## src/rtl/pt_walker_pkg.sv

```systemverilog
package pt_walker_pkg;
  localparam int VA_W    = 31;
  localparam int OFS_W   = 12;
  localparam int FRAME_W = 24;
  localparam int DESC_W  = 32;
  localparam int PA_W    = FRAME_W + OFS_W;
  localparam int DIR_W   = 9;
  localparam int TBL_W   = 10;
  localparam int RES_BIT = 0;

  typedef enum logic [1:0] {
    ST_IDLE,
    ST_RD_PTR,
    ST_RD_DESC,
    ST_FAULT
  } walk_st_e;
endpackage

```

## src/rtl/pt_walker_tlb.sv

```systemverilog
module pt_walker_tlb
  import pt_walker_pkg::*;
#(
  parameter int ENTRIES = 16
) (
  input  logic               clk_i,
  input  logic               rst_ni,
  input  logic [VA_W-1:0]    lookup_va_i,
  input  logic               lookup_sup_i,
  output logic               hit_o,
  output logic [FRAME_W-1:0] frame_o,
  input  logic               fill_i,
  input  logic [VA_W-1:0]    fill_va_i,
  input  logic               fill_sup_i,
  input  logic [FRAME_W-1:0] fill_frame_i,
  input  logic               inval_i
);
  localparam int IDX_W = $clog2(ENTRIES);
  localparam int TAG_W = 1 + VA_W - OFS_W - IDX_W;

  logic [ENTRIES-1:0] valid_q;
  logic [TAG_W-1:0]   tag_q   [ENTRIES];
  logic [FRAME_W-1:0] frame_q [ENTRIES];

  logic [IDX_W-1:0] ridx, widx;
  logic [TAG_W-1:0] rtag, wtag;

  assign ridx = lookup_va_i[OFS_W +: IDX_W];
  assign rtag = {lookup_sup_i, lookup_va_i[VA_W-1:OFS_W+IDX_W]};
  assign widx = fill_va_i[OFS_W +: IDX_W];
  assign wtag = {fill_sup_i, fill_va_i[VA_W-1:OFS_W+IDX_W]};

  assign hit_o   = valid_q[ridx] && (tag_q[ridx] == rtag);
  assign frame_o = frame_q[ridx];

  // invalidate wins over a same-cycle fill
  always_ff @(posedge clk_i or negedge rst_ni) begin
    if (!rst_ni)      valid_q <= '0;
    else if (inval_i) valid_q <= '0;
    else if (fill_i)  valid_q[widx] <= 1'b1;
  end

  always_ff @(posedge clk_i) begin
    if (fill_i) begin
      tag_q[widx]   <= wtag;
      frame_q[widx] <= fill_frame_i;
    end
  end

  assert_inval_clears_R9: assert property (@(posedge clk_i) disable iff (!rst_ni)
    inval_i |=> (valid_q == '0));
endmodule

```

## src/rtl/pt_walker_seq.sv

```systemverilog
module pt_walker_seq
  import pt_walker_pkg::*;
(
  input  logic               clk_i,
  input  logic               rst_ni,
  input  logic               req_valid_i,
  input  logic [VA_W-1:0]    req_va_i,
  input  logic               req_sup_i,
  input  logic [FRAME_W-1:0] sup_root_i,
  input  logic [FRAME_W-1:0] usr_root_i,
  input  logic               hit_i,
  output logic               done_o,
  output logic               fault_o,
  output logic               mem_req_o,
  output logic [PA_W-1:0]    mem_addr_o,
  input  logic               mem_rvalid_i,
  input  logic [DESC_W-1:0]  mem_rdata_i,
  output logic               fill_o,
  output logic [VA_W-1:0]    fill_va_o,
  output logic               fill_sup_o,
  output logic [FRAME_W-1:0] fill_frame_o
);
  walk_st_e           st_q, st_d;
  logic [VA_W-1:0]    va_q;
  logic               sup_q;
  logic [FRAME_W-1:0] ptr_frame_q;
  logic               resident;

  assign resident = mem_rdata_i[RES_BIT];

  always_comb begin
    st_d = st_q;
    unique case (st_q)
      ST_IDLE:    if (req_valid_i && !hit_i) st_d = ST_RD_PTR;
      ST_RD_PTR:  if (mem_rvalid_i) st_d = resident ? ST_RD_DESC : ST_FAULT;
      ST_RD_DESC: if (mem_rvalid_i) st_d = resident ? ST_IDLE : ST_FAULT;
      ST_FAULT:   st_d = ST_IDLE;
      default:    st_d = ST_IDLE;
    endcase
  end

  always_ff @(posedge clk_i or negedge rst_ni) begin
    if (!rst_ni) begin
      st_q        <= ST_IDLE;
      va_q        <= '0;
      sup_q       <= 1'b0;
      ptr_frame_q <= '0;
    end else begin
      st_q <= st_d;
      if (st_q == ST_IDLE && req_valid_i && !hit_i) begin
        va_q  <= req_va_i;
        sup_q <= req_sup_i;
      end
      if (st_q == ST_RD_PTR && mem_rvalid_i)
        ptr_frame_q <= mem_rdata_i[DESC_W-1 -: FRAME_W];
    end
  end

  always_comb begin
    mem_addr_o = '0;
    if (st_q == ST_RD_PTR)
      mem_addr_o = {(sup_q ? sup_root_i : usr_root_i), 1'b0,
                    va_q[OFS_W+TBL_W +: DIR_W], 2'b00};
    else if (st_q == ST_RD_DESC)
      mem_addr_o = {ptr_frame_q, va_q[OFS_W +: TBL_W], 2'b00};
  end

  assign mem_req_o    = (st_q == ST_RD_PTR) || (st_q == ST_RD_DESC);
  assign fault_o      = (st_q == ST_FAULT);
  assign done_o       = (st_q == ST_FAULT) || (st_q == ST_IDLE && req_valid_i && hit_i);
  assign fill_o       = (st_q == ST_RD_DESC) && mem_rvalid_i && resident;
  assign fill_va_o    = va_q;
  assign fill_sup_o   = sup_q;
  assign fill_frame_o = mem_rdata_i[DESC_W-1 -: FRAME_W];

  assert_req_hold_R5: assert property (@(posedge clk_i) disable iff (!rst_ni)
    (mem_req_o && !mem_rvalid_i) |=> (mem_req_o && $stable(mem_addr_o)));
  assert_fault_with_done_R7: assert property (@(posedge clk_i) disable iff (!rst_ni)
    fault_o |-> done_o);
  assert_fault_pulse_R7: assert property (@(posedge clk_i) disable iff (!rst_ni)
    fault_o |=> !fault_o);
  assert_no_done_in_walk_R6: assert property (@(posedge clk_i) disable iff (!rst_ni)
    mem_req_o |-> !done_o);
endmodule

```

## src/rtl/pt_walker.sv

```systemverilog
module pt_walker
  import pt_walker_pkg::*;
#(
  parameter int TLB_ENTRIES = 16
) (
  input  logic               clk_i,
  input  logic               rst_ni,
  input  logic               req_valid_i,
  input  logic [VA_W-1:0]    req_va_i,
  input  logic               req_sup_i,
  input  logic [FRAME_W-1:0] sup_root_i,
  input  logic [FRAME_W-1:0] usr_root_i,
  input  logic               inval_i,
  output logic               done_o,
  output logic               fault_o,
  output logic [PA_W-1:0]    pa_o,
  output logic               mem_req_o,
  output logic [PA_W-1:0]    mem_addr_o,
  input  logic               mem_rvalid_i,
  input  logic [DESC_W-1:0]  mem_rdata_i
);
  logic               hit;
  logic [FRAME_W-1:0] frame;
  logic               fill;
  logic [VA_W-1:0]    fill_va;
  logic               fill_sup;
  logic [FRAME_W-1:0] fill_frame;

  pt_walker_tlb #(.ENTRIES(TLB_ENTRIES)) u_tlb (
    .clk_i        (clk_i),
    .rst_ni       (rst_ni),
    .lookup_va_i  (req_va_i),
    .lookup_sup_i (req_sup_i),
    .hit_o        (hit),
    .frame_o      (frame),
    .fill_i       (fill),
    .fill_va_i    (fill_va),
    .fill_sup_i   (fill_sup),
    .fill_frame_i (fill_frame),
    .inval_i      (inval_i)
  );

  pt_walker_seq u_seq (
    .clk_i        (clk_i),
    .rst_ni       (rst_ni),
    .req_valid_i  (req_valid_i),
    .req_va_i     (req_va_i),
    .req_sup_i    (req_sup_i),
    .sup_root_i   (sup_root_i),
    .usr_root_i   (usr_root_i),
    .hit_i        (hit),
    .done_o       (done_o),
    .fault_o      (fault_o),
    .mem_req_o    (mem_req_o),
    .mem_addr_o   (mem_addr_o),
    .mem_rvalid_i (mem_rvalid_i),
    .mem_rdata_i  (mem_rdata_i),
    .fill_o       (fill),
    .fill_va_o    (fill_va),
    .fill_sup_o   (fill_sup),
    .fill_frame_o (fill_frame)
  );

  // slot+page from buffer, byte offset straight from the request
  assign pa_o = {frame, req_va_i[OFS_W-1:0]};

  assert_hit_quiet_mem_R1: assert property (@(posedge clk_i) disable iff (!rst_ni)
    (done_o && !fault_o) |-> !mem_req_o);
endmodule

```

## config.mk

```make
export PLATFORM = sky130hd
export DESIGN_NAME = pt_walker
export DESIGN_NICKNAME = d
export VERILOG_FILES = /design/src/rtl/pt_walker_pkg.sv /design/src/rtl/pt_walker_tlb.sv /design/src/rtl/pt_walker_seq.sv /design/src/rtl/pt_walker.sv
export SDC_FILE = /design/constraint.sdc
export NUM_CORES = 1
export LEC_CHECK = 0
export CORE_UTILIZATION = 45
export DETAILED_ROUTE_END_ITERATION = 10
export GPL_TIMING_DRIVEN = 0
export HOLD_SLACK_MARGIN = 0.03
export PLACE_DENSITY_LB_ADDON = 0.25
export SLEW_MARGIN = 20
export SYNTH_ARGS = -nofsm -noshare
export SYNTH_HDL_FRONTEND = slang
export SYNTH_SLANG_ARGS = --single-unit
```

## constraint.sdc

```tcl
create_clock -name clk_i -period 7.96 [get_ports clk_i]
set_input_delay 2.388 -clock clk_i [delete_from_list [all_inputs] [get_ports clk_i]]
set_output_delay 2.388 -clock clk_i [all_outputs]
set_load 0.01 [all_outputs]
```

# Word level (Yosys, flattened, before mapping)
# Memory sizes are Yosys's and may differ from the RTL's.
# Cells that the tools add are included.
[word_totals]
elab_cells = 50
ram_bits = 640
input_bits = 117
reg_bits = 74
out_inout_bits = 75
mem_count = 2
[op_classes]
bitwise = 1
eq_ne = 7
n_reduce_logical = 15
mux = 17
order_cmp = 3
[memory_table]
columns = ["memory", "depth", "word_bits", "rd", "rd_ports_with_merged_regs", "wr", "line_no", "text"]
rows = [
  ["u_tlb.frame_q", 16, 24, 1, 0, 1, "pt_walker_tlb.sv:23", "logic [FRAME_W-1:0] frame_q [ENTRIES];"],
  ["u_tlb.tag_q", 16, 16, 1, 0, 1, "pt_walker_tlb.sv:22", "logic [TAG_W-1:0] tag_q [ENTRIES];"],
]
[ops]
columns = ["op", "n"]
rows = [
  ["$mux W36", 2],
  ["$mux W16", 2],
  ["$mux W24", 1],
  ["$eq A16 B16 Y1", 1],
  ["$or A16 B16 Y16", 1],
  ["$lt A4 B5 Y1 const B", 2],
  ["$logic_and A1 B1 Y1", 9],
  ["$mux W2", 4],
  ["$pmux W2 S4", 1],
  ["$mux W1", 5],
  ["$bmux W1 S4", 1],
  ["$demux W1 S4", 1],
  ["$eq A2 B2 Y1 const B", 2],
  ["$ge A4 B1 Y1 const B", 1],
  ["$ne A2 B2 Y1 const B", 2],
  ["$reduce_and A3 Y1", 1],
  ["$eq A2 B1 Y1 const B", 1],
  ["$logic_not A2 Y1", 1],
  ["$logic_or A1 B1 Y1", 2],
  ["$ne A2 B1 Y1 const B", 1],
  ["$reduce_bool A2 Y1", 1],
  ["$logic_not A1 Y1", 1],
]

# Longest topological paths before layout
[logic_depth]
ltp_word = 7
mapped_depth = 13
depth_no_buf = 8

# Cells and area by module
# Synthesis repeated with hierarchy kept, for this count alone.
[hier_totals]
hier_cells = 1292
area_unflattened_um2 = 28472.3
[modules_own_cells]
columns = ["mod", "seq_area_each_um2", "area_each_um2", "instances", "cells_each"]
rows = [
  ["pt_walker_tlb", 19618.8, 25212.9, 1, 1041],
  ["pt_walker_seq", 1451.4, 3169.3, 1, 239],
  ["pt_walker", 0.0, 90.1, 1, 12],
]

# Least setup slack after synthesis
# Ideal clock, no wire load.
[synth_timing]
path_kind = "input port to output port"
start = "in req_va_i[12]"
end = "out pa_o[12]"
path_stages = 8
t_arrival_ns = 4.979
path_slack_ns = 0.593
n_path_buf = 6
t_required_ns = 5.572
cell_sequence = "buf_4 buf_4 buf_2 clkbuf_1 buf_2 buf_2 mux4_2 mux4_2"
[synth_between]
elab_chain_len = 1
[synth_rtl]
columns = ["item", "line_no", "text"]
rows = [
  ["from (decl)", "pt_walker.sv:9", "input logic [VA_W-1:0] req_va_i,"],
  ["$mem_v2 Z16 W24", "--", ""],
  ["to (decl)", "pt_walker.sv:16", "output logic [PA_W-1:0] pa_o,"],
]
# Every way passes these cells.

# Worst setup path in the final report
[layout_timing]
start = "in req_va_i[13]"
end = "out done_o"
[layout_between]
elab_chain_len = 5
word_cells_on_any_way = 7
cone_classes = "1 x eq/ne; 2 x mux; 3 x reduce/logical; 1 x memory"
[layout_rtl]
columns = ["item", "line_no", "text"]
rows = [
  ["$mem_v2 Z16 W16 / $bmux W1 S4 (equally long branches)", "--", ""],
  ["$eq A16 B16 Y1 / $mux W1 (equally long branches)", "pt_walker_tlb.sv:33", "assign hit_o = valid_q[ridx] && (tag_q[ridx] == rtag);"],
  ["$logic_and A1 B1 Y1 *", "pt_walker_tlb.sv:33", ""],
  ["$logic_and A1 B1 Y1 *", "pt_walker_seq.sv:70", "assign done_o = (st_q == ST_FAULT) || (st_q == ST_IDLE && req_valid_i && hit_i);"],
  ["$logic_or A1 B1 Y1 *", "pt_walker_seq.sv:70", ""],
  ["to (decl)", "pt_walker.sv:14", "output logic done_o,"],
]
# Every way passes the cells marked *; elsewhere a longest branch is shown, timed or not. The select of a mux whose other input is x is not followed.

==> results.md <==
* H-tree levels at 3
* Most area-consuming cells after synthesis: edfxtp_1, mux4_2, dfrtp_1
* Slowest cell on the critical path: or4_4
* Register area share after synthesis at 0.740
* Worst reg2reg setup slack at 4.36 ns
* Avg Cell Area, Syn at 20.8 um^2
* Crit path kind: input port to output port
* Die Y-Extent at 252 um
* Routed vias/inst at 5.79
* Pwr Density at 271 mW/mm^2
* Die ar. at 0.0634 mm^2
* Post-synth top flop: edfxtp_1
* Pre-CTS setup slack at -1.77 ns
* Hold_sp: u_tlb.valid_q[15]$_DFFE_PN0P_
* Leak pwr at 0.0115 uW
* Clock Power Share at 0.342
* Final setup vio count at 0
* Mapped Cells at 1352
* Logic pwr share at 0.163
* Crit path time final at 7.89 ns
* Area share of the largest cell type after synthesis at 0.684
* # rows at 91
* Crit-path cells: buf_2 > buf_12 > mux4_2 > mux4_2 > xnor2_1 > nand3_1 > or4_4 > nor4_4 > a31o_2 > dlygate4sd2_1
* Warning count from the yosys run at 0
* Syn-to-layout area delta at 23.6%
* Synth area leader: edfxtp_1
* CTS tree: yes
* I/O pin count at 192
* Initial antenna violation count at 8
* Final Cell Area at 0.0347 mm^2
* Slew Limit Fails at 0
* Clk Latency, worst-skew pair at 0.62 ns
* First-pass GRT wire length at 107000 um
* Fillers at 4610
* Crit path max-delay family: multiplexers
* Post-route DRC at 0
* TritonCTS Buffers at 70
* VDD IR max at 0.170 mV
* Psw at 2450 uW
* Reg2Reg Depth at 9
* Post-DP Area at 0.0321 mm^2
* Chip Width at 252 um
* Worst min path class: register to register
* Status: finished clean
* Min-Delay Endpoint: u_tlb.valid_q[15]$_DFFE_PN0P_
* Most frequent CP cell: mux4_2
* Share of layout cells above drive strength 1 at 0.304
* Max Freq at 0.127 GHz
* DPL Wire Length at 48700 um
* Worst slew pin tran at 1.00 ns
* Worst Path Max Fanout at 8
* Mapped cell area at 0.0281 mm^2
* Critical path launch point type: input port
* Sequential Power Share at 0.495
* Required time worst endpoint at 5.57 ns
* Worst-path clk slew at 0.06 ns
* Drt total wl at 74600 um
* Initial drt markers at 1900
* Setup WS post-layout at 0.0687 ns
* CTS max path bufs at 3
* Internal power at 6950 uW
* Layout net count at 1786
* R2r startpoint: u_seq.st_q[0]$_DFFE_PN0P_
* EDFF count, synth at 640
* Total track usage at 0.241
* FF-to-FF End: u_tlb.frame_q[8][17]$_DFFE_PP_
* Vias in the first global route at 15.2k
* Wire per inst at 29.1 um
* Period utilization at 0.991
* Top cells by count, synth: edfxtp_1, mux4_2, nand2_1
* Clock Skew at 0.0239 ns
* Worst path max stage delay at 0.54 ns
* Max-slew headroom at 0.333
* Initial Utilization at 0.455
* Total grt overflow at 0
* Core ar. at 0.0617 mm^2
* Port Buf Inserts at 168
* Clk sinks at 702
* Pin count of the biggest net entering global routing at 46
* Max-cap violations at 0
* Synthesized flop and latch total at 702
* CP endpoint kind: output port
* Final ANT Viol Nets at 0
* Hold Fails Final Rpt at 0
* CP bufs+invs at 3
* Drt first pass iters at 7
* Switching Fraction at 0.261
* Netlist cell types at 52
* Asr flop ratio synth at 0.0883
* Arr. time, crit path at 5.50 ns
* Gpl congestion at 0.814
* Storage cell area at 0.0208 mm^2
* Total number of vias at 14.8k
* Min-Delay Path Depth at 2
* Root Driver: clkbuf_16
* Multi-input gate area at 0.00699 mm^2
* Most common cell in the synthesized netlist: edfxtp_1
==> registers in the layout, summed over array words and instances, names as in the netlist <==
name and count:
u_tlb.frame_q 384, u_tlb.tag_q 256, u_seq.ptr_frame_q 24, u_seq.fill_va_o 19
u_tlb.valid_q 16, u_seq.st_q 2, u_seq.fill_sup_o 1
==> tightest hold or removal path: cells and delay by family (launching register included) <==
family / cells / cell delay, ns
and+or+nand+nor: 2 / 0.12
DFF: 1 / 0.34
==> logic make-up (layout without fill, tap and decap cells) <==
kind of cell | count (synthesis) | count (layout) | share of synthesized area
AO/OA/AOI/OAI | 63 | 63 | 0.0139
XOR/XNOR | 16 | 16 | 0.00499
adder cells (fa/ha/maj) | 5 | 5 | 0.00223
buffers and inverters | 92 | 460 | 0.0168
flip-flops | 702 | 702 | 0.740
multiplexers | 291 | 291 | 0.193
other | 1 | 3 | 0.000134
AND/OR/NAND/NOR | 182 | 182 | 0.0291
==> final cells by class <==
cell class,instances,area share
diodes,1,0.0000721
plain buffers,87,0.0210
clock buffers,97,0.0567
clock inverters,32,0.00768
inverters,5,0.000541
multi-input cells,559,0.201
flip-flops and latches,702,0.598
well taps,837,0.0302
repair buffers,239,0.0842
==> placed cells by master, fill, tap and decap left out, drive strengths merged, types with 23 or more instances in the layout <==
cell           count
edfxtp           640
nor2              55
mux2i             34
clkbuf           129
dfrtp             62
o21ai             34
buf              128
mux2              70
clkinv            23
mux4             187
clkdlybuf4s50    162
nand2             79
==> routing by layer <==
layer | up-vias | GRT usage | part of all wire
li1 | 6160 | - | -
met5 | - | 0 | 0.00071
met2 | 717 | 0.378 | 0.48
met1 | 7810 | 0.335 | 0.41
met3 | 133 | 0.0498 | 0.082
met4 | 8 | 0.0876 | 0.027
==> how the worst max path moves through the flow <==
stage                                    end  cells past startpoint          from
3_5_place_dp                        pa_o[35]                     10  req_va_i[12]
4_1_cts                               done_o                     12  req_va_i[14]
3_3_place_gp   u_tlb.frame_q[0][8]$_DFFE_PP_                      5  mem_rvalid_i
2_1_floorplan                       pa_o[12]                      8  req_va_i[12]
6_report                              done_o                     10  req_va_i[13]
5_1_grt                               done_o                     11  req_va_i[12]
==> power by group through the flow <==
stage,Combinational [uW],Clock (uW),Sequential [uW]
after floorplan,762,0,4610
after detailed placement,1500,0,4720
after global placement,1420,0,4700
final,1530,3220,4650
after global routing,1620,3400,4680
after CTS,1520,3260,4650
==> timing repair <==
item	CTS	global route
pin swaps	3	2
endpoints found under the setup margin	25	22
hold buffers	0	0
resized for setup	103	16
buffers inserted	5	0
==> through the flow <==
stage	instances	util	hold slack, ns	power (uW)	setup TNS [ns]
after global placement	2358	0.499	0.474	6120	-574.12
after floorplan	1353	-	0.461	5380	0
after detailed placement	2423	0.521	0.487	6220	-43.12
final	2559	0.563	0.493	9400	0
after CTS	2557	0.561	0.500	9430	0
after global routing	2559	0.563	0.508	9710	-0.00323
(Power assumes the default switching activity.)
